<file path="src/rtl/vat_pkg.sv">
package vat_pkg;
  typedef enum logic [1:0] {
    ACC_READ  = 2'b00,
    ACC_WRITE = 2'b01,
    ACC_FETCH = 2'b10
  } acc_t;

  typedef enum logic [1:0] {
    FLT_NONE = 2'b00,
    FLT_PAGE = 2'b01,
    FLT_PROT = 2'b10
  } flt_t;

  typedef struct packed {
    logic sup;
    logic wr;
    logic ex;
  } perm_t;

  localparam int PTE_V_BIT   = 0;
  localparam int PTE_SUP_BIT = 1;
  localparam int PTE_WR_BIT  = 2;
  localparam int PTE_EX_BIT  = 3;
  localparam int PTE_PPN_LSB = 4;
endpackage

</file>
<file path="src/rtl/vat_perm.sv">
module vat_perm
  import vat_pkg::*;
(
  input  perm_t perm,
  input  acc_t  kind,
  input  logic  priv,
  output logic  deny
);
  always_comb begin
    deny = 1'b0;
    if (perm.sup && !priv)                deny = 1'b1;
    if ((kind == ACC_WRITE) && !perm.wr)  deny = 1'b1;
    if ((kind == ACC_FETCH) && !perm.ex)  deny = 1'b1;
  end
endmodule

</file>
<file path="src/rtl/vat_tlb.sv">
module vat_tlb
  import vat_pkg::*;
#(
  parameter int SETS  = 4,
  parameter int WAYS  = 4,
  parameter int TAG_W = 6,
  parameter int PPN_W = 6,
  localparam int SET_W = $clog2(SETS),
  localparam int WAY_W = $clog2(WAYS)
) (
  input  logic             clk,
  input  logic             rst_n,
  input  logic             flush,
  input  logic [SET_W-1:0] lk_set,
  input  logic [TAG_W-1:0] lk_tag,
  output logic             hit,
  output logic [PPN_W-1:0] hit_ppn,
  output perm_t            hit_perm,
  input  logic             fill_en,
  input  logic [SET_W-1:0] fill_set,
  input  logic [TAG_W-1:0] fill_tag,
  input  logic [PPN_W-1:0] fill_ppn,
  input  perm_t            fill_perm
);
  logic [WAYS-1:0]  vld_q [SETS];
  logic [WAYS-1:0]  vld_d [SETS];
  logic [WAY_W-1:0] rr_q  [SETS];
  logic [WAY_W-1:0] rr_d  [SETS];
  logic [TAG_W-1:0] tag_q [SETS][WAYS];
  logic [PPN_W-1:0] ppn_q [SETS][WAYS];
  perm_t            perm_q[SETS][WAYS];

  logic             has_free;
  logic [WAY_W-1:0] free_way;
  logic [WAY_W-1:0] victim;

  // lookup across the ways of one set
  always_comb begin
    hit      = 1'b0;
    hit_ppn  = '0;
    hit_perm = '0;
    for (int w = 0; w < WAYS; w++) begin
      if (vld_q[lk_set][w] && (tag_q[lk_set][w] == lk_tag)) begin
        hit      = 1'b1;
        hit_ppn  = ppn_q[lk_set][w];
        hit_perm = perm_q[lk_set][w];
      end
    end
  end

  // victim: lowest empty way, else the set's rotating pointer
  always_comb begin
    has_free = 1'b0;
    free_way = '0;
    for (int w = WAYS - 1; w >= 0; w--) begin
      if (!vld_q[fill_set][w]) begin
        has_free = 1'b1;
        free_way = WAY_W'(w);
      end
    end
    victim = has_free ? free_way : rr_q[fill_set];
  end

  always_comb begin
    vld_d = vld_q;
    rr_d  = rr_q;
    if (flush) begin
      for (int s = 0; s < SETS; s++) begin
        vld_d[s] = '0;
        rr_d[s]  = '0;
      end
    end else if (fill_en) begin
      vld_d[fill_set][victim] = 1'b1;
      if (!has_free) rr_d[fill_set] = rr_q[fill_set] + 1'b1;
    end
  end

  always_ff @(posedge clk or negedge rst_n) begin
    if (!rst_n) begin
      for (int s = 0; s < SETS; s++) begin
        vld_q[s] <= '0;
        rr_q[s]  <= '0;
      end
    end else begin
      vld_q <= vld_d;
      rr_q  <= rr_d;
    end
  end

  always_ff @(posedge clk) begin
    if (fill_en && !flush) begin
      tag_q[fill_set][victim]  <= fill_tag;
      ppn_q[fill_set][victim]  <= fill_ppn;
      perm_q[fill_set][victim] <= fill_perm;
    end
  end
endmodule

</file>
<file path="src/rtl/va_translator.sv">
module va_translator
  import vat_pkg::*;
#(
  parameter int VA_W  = 14,
  parameter int PA_W  = 12,
  parameter int OFF_W = 6,
  parameter int SETS  = 4,
  parameter int WAYS  = 4,
  parameter int MA_W  = 16,
  parameter int PTE_W = 16
) (
  input  logic             clk,
  input  logic             rst_n,
  input  logic             flush,
  input  logic             req_valid,
  output logic             req_ready,
  input  logic [VA_W-1:0]  req_vaddr,
  input  logic [1:0]       req_kind,
  input  logic             req_priv,
  output logic             rsp_valid,
  input  logic             rsp_ready,
  output logic [PA_W-1:0]  rsp_paddr,
  output logic [1:0]       rsp_fault,
  input  logic [MA_W-1:0]  pt_base,
  output logic             mem_req,
  output logic [MA_W-1:0]  mem_addr,
  input  logic             mem_ack,
  input  logic [PTE_W-1:0] mem_rdata
);
  localparam int VPN_W = VA_W - OFF_W;
  localparam int PPN_W = PA_W - OFF_W;
  localparam int SET_W = $clog2(SETS);
  localparam int TAG_W = VPN_W - SET_W;

  typedef enum logic [1:0] {S_IDLE, S_LOOK, S_WALK, S_RESP} st_t;

  st_t             st_q, st_d;
  logic [VA_W-1:0] va_q;
  acc_t            kind_q;
  logic            priv_q;
  logic [PA_W-1:0] pa_q, pa_d;
  flt_t            flt_q, flt_d;
  logic            acc_en, res_en, fill_en;

  logic [VPN_W-1:0] vpn;
  logic [SET_W-1:0] set_idx;
  logic [TAG_W-1:0] tag;
  logic             hit, deny;
  logic [PPN_W-1:0] hit_ppn, pte_ppn;
  perm_t            hit_perm, pte_perm, perm_sel;
  logic             pte_valid;
  logic             unused_hi;

  assign vpn     = va_q[VA_W-1:OFF_W];
  assign set_idx = vpn[SET_W-1:0];
  assign tag     = vpn[VPN_W-1:SET_W];

  assign pte_valid    = mem_rdata[PTE_V_BIT];
  assign pte_perm.sup = mem_rdata[PTE_SUP_BIT];
  assign pte_perm.wr  = mem_rdata[PTE_WR_BIT];
  assign pte_perm.ex  = mem_rdata[PTE_EX_BIT];
  assign pte_ppn      = mem_rdata[PTE_PPN_LSB +: PPN_W];
  assign unused_hi    = ^mem_rdata[PTE_W-1:PTE_PPN_LSB+PPN_W];

  assign perm_sel = (st_q == S_WALK) ? pte_perm : hit_perm;

  vat_tlb #(.SETS(SETS), .WAYS(WAYS), .TAG_W(TAG_W), .PPN_W(PPN_W)) u_tlb (
    .clk       (clk),
    .rst_n     (rst_n),
    .flush     (flush),
    .lk_set    (set_idx),
    .lk_tag    (tag),
    .hit       (hit),
    .hit_ppn   (hit_ppn),
    .hit_perm  (hit_perm),
    .fill_en   (fill_en),
    .fill_set  (set_idx),
    .fill_tag  (tag),
    .fill_ppn  (pte_ppn),
    .fill_perm (pte_perm)
  );

  vat_perm u_perm (
    .perm (perm_sel),
    .kind (kind_q),
    .priv (priv_q),
    .deny (deny)
  );

  always_comb begin
    st_d    = st_q;
    pa_d    = pa_q;
    flt_d   = flt_q;
    acc_en  = 1'b0;
    res_en  = 1'b0;
    fill_en = 1'b0;
    case (st_q)
      S_IDLE: begin
        if (req_valid) begin
          acc_en = 1'b1;
          st_d   = S_LOOK;
        end
      end
      S_LOOK: begin
        if (hit) begin
          res_en = 1'b1;
          st_d   = S_RESP;
          if (deny) begin
            flt_d = FLT_PROT;
            pa_d  = '0;
          end else begin
            flt_d = FLT_NONE;
            pa_d  = {hit_ppn, va_q[OFF_W-1:0]};
          end
        end else begin
          st_d = S_WALK;
        end
      end
      S_WALK: begin
        if (mem_ack) begin
          res_en = 1'b1;
          st_d   = S_RESP;
          if (!pte_valid) begin
            flt_d = FLT_PAGE;
            pa_d  = '0;
          end else if (deny) begin
            flt_d = FLT_PROT;
            pa_d  = '0;
          end else begin
            flt_d   = FLT_NONE;
            pa_d    = {pte_ppn, va_q[OFF_W-1:0]};
            fill_en = 1'b1;
          end
        end
      end
      default: begin
        if (rsp_ready) st_d = S_IDLE;
      end
    endcase
  end

  always_ff @(posedge clk or negedge rst_n) begin
    if (!rst_n) begin
      st_q  <= S_IDLE;
      pa_q  <= '0;
      flt_q <= FLT_NONE;
    end else begin
      st_q <= st_d;
      if (res_en) begin
        pa_q  <= pa_d;
        flt_q <= flt_d;
      end
    end
  end

  always_ff @(posedge clk) begin
    if (acc_en) begin
      va_q   <= req_vaddr;
      kind_q <= acc_t'(req_kind);
      priv_q <= req_priv;
    end
  end

  assign req_ready = (st_q == S_IDLE);
  assign rsp_valid = (st_q == S_RESP);
  assign mem_req   = (st_q == S_WALK);
  assign mem_addr  = pt_base + MA_W'({vpn, 1'b0});
  assign rsp_paddr = pa_q;
  assign rsp_fault = flt_q;
endmodule

</file>
<file path="config.mk">
export PLATFORM = sky130hd
export DESIGN_NAME = va_translator
export DESIGN_NICKNAME = d
export VERILOG_FILES = /design/src/rtl/vat_pkg.sv /design/src/rtl/vat_perm.sv /design/src/rtl/vat_tlb.sv /design/src/rtl/va_translator.sv
export SDC_FILE = /design/constraint.sdc
export NUM_CORES = 1
export LEC_CHECK = 0
export ABC_CLOCK_PERIOD_IN_PS = 4300
export BUFFER_PORTS_ARGS = -buffer_cell sky130_fd_sc_hd__buf_2
export CAP_MARGIN = 20
export CORE_ASPECT_RATIO = 1.25
export CORE_MARGIN = 2
export CORE_UTILIZATION = 54
export DETAILED_ROUTE_END_ITERATION = 10
export PLACE_DENSITY = 0.75
export REMOVE_ABC_BUFFERS = 1
export SLEW_MARGIN = 20
export SYNTH_ARGS = -nofsm -noshare
export SYNTH_HDL_FRONTEND = slang
export SYNTH_SLANG_ARGS = --single-unit
</file>
<file path="constraint.sdc">
create_clock -name clk -period 4.3 [get_ports clk]
set_input_delay 0.86 -clock clk [delete_from_list [all_inputs] [get_ports clk]]
set_output_delay 0.86 -clock clk [all_outputs]
set_load 0.01 [all_outputs]
</file>
==> results by group <==
STA
  • Final critical-path share of the clock period: 94.47%
  • Worst hold margin: 0.4725 ns
  • Pins over their slew limit: 0
  • FMAX: 0.2462 GHz
  • Worst Slack Setup Final: 0.2378 ns
  • Final Hold Vio Count: 0
  • Worst-margin pin slew: 0.9580 ns
  • Setup repair after global routing missed its margin: no
  • Number of setup violations in the final report: 0
  • Final critical delay including setup and external delays: 4.062 ns
  • Worst slew slack as a fraction of its limit: 36.13%
  • Largest clock skew in the final design: 0.01992 ns

Setup path
  • Buf/Inv on CP: 3
  • Maximum cell stage delay along the critical path: 0.41 ns
  • Count of cells along the worst register-to-register path: 11
  • Stages on the worst setup path: 14
  • Slowest cell on the critical path: sky130_fd_sc_hd__edfxtp_1
  • Endpoint arrival time on the critical path: 3.20 ns
  • Kind of cell adding the most delay to the critical path: compound AO/OA/AOI/OAI gates
  • Ordered cell list for the critical path: buf_12 -> ha_1 -> inv_1 -> fa_1 -> nor2b_1 -> o21ai_0 -> a21boi_1 -> o21a_1 -> o21ai_0 -> nand2b_1 -> a21o_1 -> nand3_1 -> xnor2_1 -> buf_2
  • Kind of launch point of the worst setup path: flop
  • Setup crit end kind: output port
  • Setup Crit Path Kind: flop to output port
  • Maximum fanout encountered on the critical timing path: 18
  • Critical path's most frequent cell: sky130_fd_sc_hd__o21ai_0
  • Critical Path RT: 3.44 ns

Yosys
  • Most used flip-flop cell after synthesis: sky130_fd_sc_hd__edfxtp_1
  • Share of async-settable or async-resettable flops after synthesis: 13.38%
  • Post-synthesis sequential element count: 299
  • Post-Synth Adder-Cell Area: 1.317%
  • Simple-gate share of the synthesized area: 6.722%
  • Cells after Synth: 771
  • Share of synthesized area spent on multiplexers: 12.20%
  • Ys Warns: 0
  • EDFF count, synth: 257
  • Average cell area after synthesis: 16.76 um2
  • Synthesized-area fraction occupied by ao, oa, aoi and oai cells: 5.656%
  • Dominant combinational cell family by area after synthesis: multiplexers
  • Post-synth cell types: 71
  • Post-synthesis instance area: 12920 um2
  • Xor/xnor cell area share of the yosys netlist: 3.051%
  • Sequential cell area fraction in the yosys report: 67.80%

Placed design
  • Post-DP HPWL: 17460 um
  • Count of port buffers added during placement: 79
  • Weighted congestion at the end of routability-driven global placement: 0.8087
  • Setup WS pre-CTS: 0.3658 ns

CTS
  • Number of buffers created by CTS: 27
  • CTS tree: done
  • Hold-fix buffers at CTS: 0
  • CTS Buffer Depth: 3
  • Htree depth: 1
  • Clock-pin slew on the worst setup and hold paths: 0.06 ns
  • Clock Sink Count: 299
  • CTS Root Buffer Type: sky130_fd_sc_hd__clkbuf_16
  • Clock latency on the worst-skew pair: 0.54 ns

Floorplanning
  • Row count: 63
  • Core Region: 23650 um2
  • I/O pin cnt: 88
  • Starting density of the core: 54.63%
  • Die ar.: 25180 um2
  • Die Y: 176.9 um
  • Die width: 142.3 um

Global routing
  • Pin count of the biggest net entering global routing: 41
  • Initial antenna violation count: 1
  • Remaining global-route overflow: 0
  • Via count of the first global-routing pass: 7329
  • Total global-route track usage: 21.79%
  • First-pass GRT wire length: 41390 um

Routing
  • Vias: 7207
  • Routed vias/inst: 6.006
  • Wire length per cell after detailed routing: 22.75 um
  • WL final: 27300 um
  • Detailed-route DRC error count: 0
  • Number of detailed-route iterations in the first pass: 5
  • Number of DRC violations after detailed-routing iteration 0: 667
  • Number of antenna-violating nets in the routed design: 0

Layout
  • Final net count: 955
  • Layout cell share with drive strength beyond 1: 27.56%
  • Layout Utilization: 62.58%
  • Area Growth Syn to Fin: 14.55%

Min path
  • Class of the worst hold path: flop to flop
  • Worst hold path stage count: 2

Power and ir drop
  • Highest ir drop seen on vdd: 0.0003067 V
  • Static Leakage: 5.288 nW
  • Pwr/cell area: 504.7 nW/um2

Run status
  • Run status: complete, no violations

Flow run
  • Number of max-capacitance violations reported: 0
through the flow:
stage	setup TNS (ns)	total power, W	cells	area (um2)
2_1_floorplan	-349.80	0.004601	726	12610
3_3_place_gp	0	0.005134	1143	13870
3_5_place_dp	0	0.005162	1143	13870
4_1_cts	0	0.007487	1193	14730
5_1_grt	0	0.007760	1200	14800
6_report	0	0.007468	1200	14800
logic make-up (layout without fill, tap and decap cells):
logic type      count (synthesis)  after routing
fa+ha+maj                      13             13
mux                            85             85
other cells                     0              1
simple gates                  165            165
xor+xnor                       45             45
buf+inv                        74            210
compound gates                 90             90
flops                         299            299
worst reg2reg max path, stage by stage (launching register included):
cell	delay, ns
sky130_fd_sc_hd__dfxtp_4	0.57
sky130_fd_sc_hd__buf_4	0.25
sky130_fd_sc_hd__mux4_2	0.52
sky130_fd_sc_hd__xnor2_1	0.16
sky130_fd_sc_hd__o211ai_1	0.26
sky130_fd_sc_hd__o311ai_2	0.39
sky130_fd_sc_hd__a211o_1	0.22
sky130_fd_sc_hd__and3_4	0.26
sky130_fd_sc_hd__nand3_4	0.18
sky130_fd_sc_hd__buf_12	0.22
sky130_fd_sc_hd__nor2_1	0.16
sky130_fd_sc_hd__buf_4	0.29
power breakdown:
group / switching, W / leakage (nW) / total [W] / internal (W)
Combinational: 0.000923 / 1.98 / 0.00170 / 0.000780
Clock: 0.00101 / 0.424 / 0.00235 / 0.00133
Sequential: 0.000118 / 2.88 / 0.00342 / 0.00330
Total: 0.00205 / 5.29 / 0.00747 / 0.00541
area by class of cell:
type,count,area [um2]
inverters,29,108.9
fillers,1655,8850
repair buffers,132,923.4
flip-flops and latches,299,8766
multi-input cells,398,3780
clock buffers,33,698.2
well taps,292,365.4
diodes,1,2.502
clock inverters,16,153.9
worst paths after layout:
| path | to | from | slack, ns |
|---|---|---|---|
| max | mem_addr[13] | va_q[6]$_DFFE_PP_ | 0.24 |
| max reg2reg | u_tlb.tag_q[3][18]$_DFFE_PP_ | flop | 0.51 |
| min in group asynchronous | u_tlb.vld_q[9]$_DFFE_PN0P_ | rst_n | 0.48 |
| max in group asynchronous | u_tlb.rr_q[5]$_DFFE_PN0P_ | rst_n | 3.23 |
| min reg2reg | rsp_paddr[10]$_DFFE_PN0P_ | rsp_paddr[10]$_DFFE_PN0P_ | 0.47 |
| min | rsp_paddr[10]$_DFFE_PN0P_ | rsp_paddr[10]$_DFFE_PN0P_ | 0.47 |
metal layers:
layer / global-route usage, % / part of all wire (%) / vias to the layer above
li1: - / - / 3227
met1: 29.24 / 41 / 3682
met2: 37.04 / 51 / 240
met3: 3.139 / 5.1 / 58
met4: 7.261 / 2.9 / 0
met5: 0 / 0 / -
repair_timing:
| action | in CTS | in global routing |
|---|---|---|
| cloned | 0 | 1 |
| resized for setup | 0 | 1 |
| buffers inserted | 1 | 5 |
| pin swaps | 0 | 1 |
| setup endpoints to repair | 3 | 7 |
| endpoints found under the hold margin | 0 | 0 |
placed cells by master (no fill, tap or decap), types with 6 or more instances in the layout:
cell type / instances
sky130_fd_sc_hd__edfxtp_1: 257
sky130_fd_sc_hd__buf_2: 79
sky130_fd_sc_hd__mux4_2: 51
sky130_fd_sc_hd__buf_4: 43
sky130_fd_sc_hd__dfrtp_1: 40
sky130_fd_sc_hd__nand2_1: 37
sky130_fd_sc_hd__nor2_1: 33
sky130_fd_sc_hd__xnor2_1: 32
sky130_fd_sc_hd__inv_1: 29
sky130_fd_sc_hd__clkbuf_16: 28
sky130_fd_sc_hd__mux2i_1: 24
sky130_fd_sc_hd__nand3_1: 19
sky130_fd_sc_hd__nand2b_1: 17
sky130_fd_sc_hd__xor2_1: 13
sky130_fd_sc_hd__ha_1: 12
sky130_fd_sc_hd__a21oi_1: 10
sky130_fd_sc_hd__o31ai_1: 10
sky130_fd_sc_hd__nor3_1: 9
sky130_fd_sc_hd__buf_12: 9
sky130_fd_sc_hd__o21ai_0: 8
sky130_fd_sc_hd__a21o_1: 8
sky130_fd_sc_hd__nor3_2: 8
sky130_fd_sc_hd__o22ai_1: 8
sky130_fd_sc_hd__clkinv_2: 8
sky130_fd_sc_hd__nor2b_1: 6
sky130_fd_sc_hd__a32o_1: 6
sky130_fd_sc_hd__clkbuf_1: 6
flip-flops by register name, summed over array words and instances (netlist names), named ones only:
| register | count |
|---|---|
| rsp_fault | 2 |
| u_tlb.perm_q | 48 |
| kind_q | 2 |
| u_tlb.vld_q | 16 |
| st_q | 2 |
| u_tlb.ppn_q | 96 |
| u_tlb.tag_q | 96 |
| priv_q | 1 |
| u_tlb.rr_q | 8 |
| va_q | 14 |
| rsp_paddr | 12 |
synthesized netlist by cell type (all sizes together), types with 6 or more instances:
master  instances  share of area (%)
xor2           13               0.88
ha             12                1.2
mux2i          24                1.9
inv            29               0.84
buf            32                2.0
a21o            9               0.53
and4            6               0.43
nor3           17               0.66
clkbuf         13               0.38
o31a            6               0.47
o22ai           8               0.39
a32o            6               0.46
and3            7               0.42
nand2b         17               0.82
a21oi          10               0.39
nor2           33               0.96
edfxtp        257                 60
nor2b           6               0.29
nand2          37                1.1
o21ai           9               0.35
nand3          20               0.87
xnor2          32                2.2
mux4           56                9.9
a211oi          6               0.45
dfrtp          40                7.7
o31ai          10               0.58
Note: power is estimated with default switching activity, not from simulation.
